--- src/rtl/dma_term_pkg.sv ---
package dma_term_pkg;
  localparam logic [1:0] A_CFG = 2'd0;
  localparam logic [1:0] A_CNT = 2'd1;
  localparam logic [1:0] A_CMD = 2'd2;
  localparam logic [1:0] A_RSN = 2'd3;

  localparam logic [7:0] OP_SRD  = 8'h00;
  localparam logic [7:0] OP_SWR  = 8'h01;
  localparam logic [7:0] OP_MRD  = 8'h06;
  localparam logic [7:0] OP_MWR  = 8'h07;
  localparam logic [7:0] OP_STOP = 8'h0F;

  localparam int RSN_W    = 3;
  localparam int RSN_INT  = 0;
  localparam int RSN_EXT  = 1;
  localparam int RSN_DONE = 2;

  localparam int CFG_W     = 4;
  localparam int CFG_NOCNT = 0;
  localparam int CFG_SSEL  = 1;
  localparam int CFG_WIDE  = 3;

  typedef enum logic {ST_IDLE, ST_RUN} xfer_state_t;

  typedef struct packed {
    logic start;
    logic stop;
    logic dir_wr;
    logic master;
  } cmd_dec_t;
endpackage

--- src/rtl/dma_cmd_decode.sv ---
module dma_cmd_decode
  import dma_term_pkg::*;
(
  input  logic [7:0] op_i,
  output cmd_dec_t   dec_o
);
  always_comb begin
    dec_o = '0;
    case (op_i)
      OP_SRD:  begin dec_o.start = 1'b1; end
      OP_SWR:  begin dec_o.start = 1'b1; dec_o.dir_wr = 1'b1; end
      OP_MRD:  begin dec_o.start = 1'b1; dec_o.master = 1'b1; end
      OP_MWR:  begin dec_o.start = 1'b1; dec_o.master = 1'b1; dec_o.dir_wr = 1'b1; end
      OP_STOP: begin dec_o.stop  = 1'b1; end
      default: dec_o = '0;
    endcase
  end

  always_comb begin
    assert (!(dec_o.start && dec_o.stop)) else $error("p_decode_excl_r1");
  end
endmodule

--- src/rtl/dma_xfer_counter.sv ---
module dma_xfer_counter #(
  parameter int W = 16
) (
  input  logic         clk,
  input  logic         rst,
  input  logic         load_i,
  input  logic [W-1:0] load_val_i,
  input  logic         dec_i,
  input  logic         wide_i,
  output logic [W-1:0] count_o,
  output logic         last_o
);
  localparam logic [W-1:0] STEP_NARROW = W'(1);
  localparam logic [W-1:0] STEP_WIDE   = W'(2);

  logic [W-1:0] step;
  logic [W-1:0] count_q;

  assign step    = wide_i ? STEP_WIDE : STEP_NARROW;
  assign last_o  = dec_i && (count_q <= step);
  assign count_o = count_q;

  always_ff @(posedge clk) begin
    if (rst)         count_q <= '0;
    else if (load_i) count_q <= load_val_i;
    else if (dec_i)  count_q <= last_o ? '0 : count_q - step;
  end

  p_cnt_floor_r3: assert property (@(posedge clk) disable iff (rst)
    (dec_i && !load_i && count_q < step) |=> (count_q == '0));
  p_cnt_hold_r5: assert property (@(posedge clk) disable iff (rst)
    (!dec_i && !load_i) |=> $stable(count_q));
endmodule

--- src/rtl/dma_irq_reason.sv ---
module dma_irq_reason #(
  parameter int N = 3
) (
  input  logic         clk,
  input  logic         rst,
  input  logic [N-1:0] set_i,
  input  logic         clr_i,
  input  logic [N-1:0] clr_mask_i,
  output logic [N-1:0] rsn_o
);
  for (genvar i = 0; i < N; i++) begin : g_bit
    always_ff @(posedge clk) begin
      if (rst)                         rsn_o[i] <= 1'b0;
      else if (set_i[i])               rsn_o[i] <= 1'b1;
      else if (clr_i && clr_mask_i[i]) rsn_o[i] <= 1'b0;
    end

    p_set_wins_r10: assert property (@(posedge clk) disable iff (rst)
      set_i[i] |=> rsn_o[i]);
    p_sticky_r10: assert property (@(posedge clk) disable iff (rst)
      (rsn_o[i] && !(clr_i && clr_mask_i[i])) |=> rsn_o[i]);
  end
endmodule

--- src/rtl/dma_term_ctrl.sv ---
module dma_term_ctrl
  import dma_term_pkg::*;
#(
  parameter int DATA_W = 16
) (
  input  logic              clk,
  input  logic              rst,
  input  logic              reg_we,
  input  logic [1:0]        reg_addr,
  input  logic [DATA_W-1:0] reg_wdata,
  input  logic              beat_i,
  input  logic              ext_eot_i,
  input  logic              short_pkt_i,
  output logic              dma_req_o,
  output logic              dir_wr_o,
  output logic              ata_mode_o,
  output logic [1:0]        strobe_sel_o,
  output logic              bus16_o,
  output logic [DATA_W-1:0] count_o,
  output logic [RSN_W-1:0]  irq_reason_o,
  output logic              irq_o
);
  xfer_state_t      st_q;
  logic [CFG_W-1:0] cfg_q;
  logic             nocnt_q;
  cmd_dec_t         dec;
  logic running, cfg_we, cnt_we, cmd_we, rsn_we;
  logic start_go, stop_go, count_on, dec_en, cnt_last;
  logic done_ev, ext_ev, int_ev, term;
  logic [RSN_W-1:0] rsn_set;

  assign running = (st_q == ST_RUN);
  assign cfg_we  = reg_we && (reg_addr == A_CFG);
  assign cnt_we  = reg_we && (reg_addr == A_CNT) && !running;
  assign cmd_we  = reg_we && (reg_addr == A_CMD);
  assign rsn_we  = reg_we && (reg_addr == A_RSN);

  dma_cmd_decode u_dec (
    .op_i  (reg_wdata[7:0]),
    .dec_o (dec)
  );

  assign start_go = cmd_we && dec.start && !running;
  assign stop_go  = cmd_we && dec.stop && running;
  assign count_on = ata_mode_o || !nocnt_q;
  assign dec_en   = running && beat_i && count_on;

  dma_xfer_counter #(.W(DATA_W)) u_cnt (
    .clk        (clk),
    .rst        (rst),
    .load_i     (cnt_we),
    .load_val_i (reg_wdata),
    .dec_i      (dec_en),
    .wide_i     (bus16_o),
    .count_o    (count_o),
    .last_o     (cnt_last)
  );

  assign done_ev = cnt_last;
  assign ext_ev  = running && !ata_mode_o && ext_eot_i;
  assign int_ev  = running && short_pkt_i;
  assign term    = done_ev || ext_ev || int_ev || stop_go;

  always_comb begin
    rsn_set           = '0;
    rsn_set[RSN_INT]  = int_ev;
    rsn_set[RSN_EXT]  = ext_ev;
    rsn_set[RSN_DONE] = done_ev;
  end

  dma_irq_reason #(.N(RSN_W)) u_rsn (
    .clk        (clk),
    .rst        (rst),
    .set_i      (rsn_set),
    .clr_i      (rsn_we),
    .clr_mask_i (reg_wdata[RSN_W-1:0]),
    .rsn_o      (irq_reason_o)
  );

  assign irq_o = |irq_reason_o;

  always_ff @(posedge clk) begin
    if (rst)         cfg_q <= '0;
    else if (cfg_we) cfg_q <= reg_wdata[CFG_W-1:0];
  end

  always_ff @(posedge clk) begin
    if (rst) begin
      st_q         <= ST_IDLE;
      dir_wr_o     <= 1'b0;
      ata_mode_o   <= 1'b0;
      strobe_sel_o <= 2'b00;
      bus16_o      <= 1'b0;
      nocnt_q      <= 1'b0;
    end else if (start_go) begin
      st_q         <= ST_RUN;
      dir_wr_o     <= dec.dir_wr;
      ata_mode_o   <= dec.master;
      strobe_sel_o <= cfg_q[CFG_SSEL +: 2];
      bus16_o      <= cfg_q[CFG_WIDE];
      nocnt_q      <= cfg_q[CFG_NOCNT];
    end else if (running && term) begin
      st_q <= ST_IDLE;
    end
  end

  assign dma_req_o = running;

  p_end_r11: assert property (@(posedge clk) disable iff (rst)
    (running && term) |=> !dma_req_o);
  p_capture_r2: assert property (@(posedge clk) disable iff (rst)
    dma_req_o |=> $stable({strobe_sel_o, bus16_o, ata_mode_o, dir_wr_o}));
  p_master_ext_r6: assert property (@(posedge clk) disable iff (rst)
    (running && ata_mode_o && !int_ev && !stop_go && !done_ev) |=> dma_req_o);
  p_eot_only_r5: assert property (@(posedge clk) disable iff (rst)
    (running && !ata_mode_o && nocnt_q) |=> $stable(count_o));
  p_stop_quiet_r8: assert property (@(posedge clk) disable iff (rst)
    (stop_go && !int_ev && !ext_ev && !done_ev && !rsn_we) |=> $stable(irq_reason_o));
endmodule

--- config.mk ---
export PLATFORM = sky130hd
export DESIGN_NAME = dma_term_ctrl
export DESIGN_NICKNAME = d
export VERILOG_FILES = /design/src/rtl/dma_term_pkg.sv /design/src/rtl/dma_cmd_decode.sv /design/src/rtl/dma_xfer_counter.sv /design/src/rtl/dma_irq_reason.sv /design/src/rtl/dma_term_ctrl.sv
export SDC_FILE = /design/constraint.sdc
export NUM_CORES = 1
export LEC_CHECK = 0
export ABC_AREA = 1
export CAP_MARGIN = 10
export CELL_PAD_IN_SITES_DETAIL_PLACEMENT = 2
export CELL_PAD_IN_SITES_GLOBAL_PLACEMENT = 2
export CORE_UTILIZATION = 23
export CTS_BUF_LIST = sky130_fd_sc_hd__clkbuf_8
export DETAILED_ROUTE_END_ITERATION = 12
export PLACE_DENSITY = 0.86
export RECOVER_POWER = 50
export SLEW_MARGIN = 20
export SYNTH_ARGS = -nofsm -noshare
export SYNTH_HDL_FRONTEND = slang
export SYNTH_SLANG_ARGS = --single-unit
--- constraint.sdc ---
create_clock -name clk -period 1.81 [get_ports clk]
set_clock_uncertainty 0.05 [all_clocks]
set_input_delay 0.2715 -clock clk [delete_from_list [all_inputs] [get_ports clk]]
set_output_delay 0.2715 -clock clk [all_outputs]
set_load 0.05 [all_outputs]
==> run_results.csv <==
group,metric,value,unit
global_route,antenna_found_initial,0,
finish,fin_util,0.361,
job,max_cap_violations,0,
worst_setup_path,critPathKind,"reg -> reg",
die,start_util,0.238,
clock_network,cts-root-buf,"clkbuf_8",
clock_network,cts_num_sinks,30,
power,power_density,696,nW/um2
global_route,busiest_layer,"met2",
worst_setup_path,critPathLaunchType,"flip-flop",
die,core_area,7250,um2
power,irDropWorstVdd,0.227,mV
timing,whs,0.448,ns
synthesis,synthDistinctLibCells,30,
worst_setup_path,critPathCaptureType,"flip-flop",
hold_path,min_path_type,"reg -> reg",
worst_setup_path,slowest_stage,"dfxtp_4",
finish,fillCellCount,878,
synthesis,yosysSeqAreaShare,0.347,
worst_setup_path,cp_cell_sequence,"inv_4 -> ha_4 -> inv_2 -> fa_2 -> inv_2 -> a21oi_2 -> nor2_1 -> nand3_2 -> nand2_4 -> nor2_4 -> nand2_1 -> a21oi_1",
routing,route.detailed.drc,0,
timing,setup_viol,16,
routing,viasPerCell,4.65,
timing,worst_pin_slew,0.612,ns
routing,routedWlPerCell,16.9,um
routing,dr.pass1.iters,4,
worst_setup_path,cp_max_fo,7,
finish,finalInstanceArea,2620,um2
die,die_h,88.7,um
outcome,violations,"negative setup slack",
synthesis,syn-num-nets,297,
worst_setup_path,cpMostUsedCell,"inv_2",
timing,hold_violations,0,
routing,drtIter0Drc,41,
finish,diodes,0,
timing,fmax,0.490,GHz
place,gp_congestion,0.836,
worst_setup_path,crit_required,1.95,ns
clock_network,cts_tree,"done",
synthesis,postSynthCellCount,270,
global_route,grt.total_usage,0.186,
routing,vias,2079,
global_route,grt_max_degree,12,
timing,rsz0062_at_grt,"true",
global_route,grt_util_met2,0.337,
worst_setup_path,slowest_delay,0.37,ns
synthesis,yosysWarnings,0,
timing,maxSlewHeadroom,0.594,
global_route,grt_util_met1,0.223,
place,port_buffers,49,
die,ioPinCount,50,
die,die-area,7870,um2
timing,period_share,1.13,
worst_setup_path,cp.arrival,2.18,ns
routing,final_antenna_net_count,0,
finish,drive_above_1_share,0.247,
global_route,grt_pass1_wl,11000,um
die,die_w,88.7,um
global_route,grt_overflow,0,
timing,fin_tns_setup,-1.36,ns
clock_network,insertion_delay,0.29,ns
synthesis,synth_area_per_cell,6.40,um2
synthesis,netlist_area,1730,um2
hold_path,min_from,"cfg_q[0]$_SDFFE_PP0P_",
finish,area_growth,51.6,%
power,power.leakage,1.17,nW
clock_network,clk_pin_slew,0.08,ns
place,place_inst,436,
place,placed_cell_area,2450,um2
worst_setup_path,critical_path.startpoint,"u_cnt.count_o[0]$_SDFFE_PP0P_",
synthesis,ys_ff_latch,30,
outcome,outcome,"finished with violations",
place,dp_hpwl,5540,um
worst_setup_path,timing.rr.start,"u_cnt.count_o[0]$_SDFFE_PP0P_",
clock_network,clockBufferDepth,2,
finish,final_nets,374,
clock_network,h-tree-depth,2,
clock_network,cts_buffers,5,
die,num_rows,31,
timing,post-route-min-period,2.04,ns
global_route,use_met3,0.0289,
finish,layout.cells.non_filler,447,
routing,drt_wl_total,7570,um
finish,final_common_cell,"nand2_1",
finish,layout_common_cells,"nand2_1, buf_4, nor2_1",
global_route,grt_pass1_vias,2281,
timing,timing.final.ws_setup,-0.232,ns
timing,slew_violations,0,
flip-flops by register name, indices dropped and copies added (netlist names):
signal	flops
u_cnt.count_o	16
cfg_q	4
u_rsn.rsn_o	3
strobe_sel_o	2
ata_mode_o	1
bus16_o	1
dir_wr_o	1
dma_req_o	1
nocnt_q	1
logic make-up (layout without fill, tap and decap cells):
group,count (synthesis),in the layout,synth area share
XOR/XNOR,7,7,0.0355
AO/OA/AOI/OAI,48,48,0.143
adder cells (fa/ha/maj),3,3,0.0260
buffers and inverters,42,120,0.0977
AND/OR/NAND/NOR,140,140,0.350
flip-flops,30,30,0.347
metrics by stage:
stage	power (mW)	setup slack [ns]
final	1.82	-0.232
after global routing	1.92	-0.325
after CTS	1.81	-0.114
after detailed placement	1.21	-0.0862
after floorplan	1.01	0.00193
after global placement	1.19	-0.0401
area by class of cell:
type                            count  area, um2  area share
Clock inverter                      2       8.76     0.00334
Clock buffer                        6       82.6      0.0315
Tap cell                           99        124      0.0473
Timing Repair Buffer               75        624       0.238
Sequential cell                    30        609       0.232
Multi-Input combinational cell    198       1030       0.391
Inverter                           37        146      0.0558
cell usage after synthesis:
cell	n	area (um2)
xor2_1	6	52.6
nor2_2	2	12.5
nand3_1	15	75.1
or3_1	1	6.26
nand3_2	1	10.0
nor2_4	1	11.3
o21ai_0	12	60.1
buf_6	1	11.3
dfxtp_1	30	601
nand2_1	63	236
a21oi_1	29	145
fa_1	1	20.0
nand3b_1	1	7.51
o21ai_1	4	20.0
nand2_2	5	31.3
nand4_1	1	6.26
buf_4	1	7.51
nor4_1	1	6.26
o21bai_1	2	15.0
xnor2_1	1	8.76
ha_1	2	25.0
nor3_2	1	10.0
nor3_1	4	20.0
clkinv_1	1	3.75
nand2_4	1	11.3
inv_2	2	7.51
a211oi_1	1	7.51
nor2_1	43	161
inv_1	34	128
clkbuf_1	3	11.3
worst paths after layout:
check,cells after the start,end,slack (ns)
hold reg to reg,2,cfg_q[0]$_SDFFE_PP0P_,0.45
hold / removal,2,cfg_q[0]$_SDFFE_PP0P_,0.45
setup / recovery,12,u_cnt.count_o[0]$_SDFFE_PP0P_,-0.23
setup reg to reg,12,u_cnt.count_o[0]$_SDFFE_PP0P_,-0.23
critical path, delay by kind of cell, from the launching register on:
| family | cells | cell delay [ns] |
|---|---|---|
| buffers and inverters | 3 | 0.16 |
| AOI/OAI and AO/OA | 2 | 0.37 |
| adders and majority gates | 2 | 0.38 |
| and+or+nand+nor | 5 | 0.61 |
| DFF | 1 | 0.37 |
what timing repair did:
action | 4_1_cts | 5_1_grt
hold buffers | 0 | 0
resized for setup | 10 | 9
pin swaps | 7 | 14
buffers inserted | 0 | 3
setup endpoints to repair | 15 | 18
hold endpoints to repair | 0 | 0
routing by layer:
layer,vias up,share of wire
met3,10,0.022
met2,29,0.54
met5,-,0
met1,1034,0.42
met4,0,0.017
li1,1006,-
power by group:
part	leakage [nW]	internal, mW	total (mW)	switching [mW]
clock network	0.0524	0.301	0.584	0.283
logic	0.875	0.199	0.529	0.329
registers	0.246	0.682	0.711	0.0290
total	1.17	1.18	1.82	0.641
(Power assumes the default switching activity.)
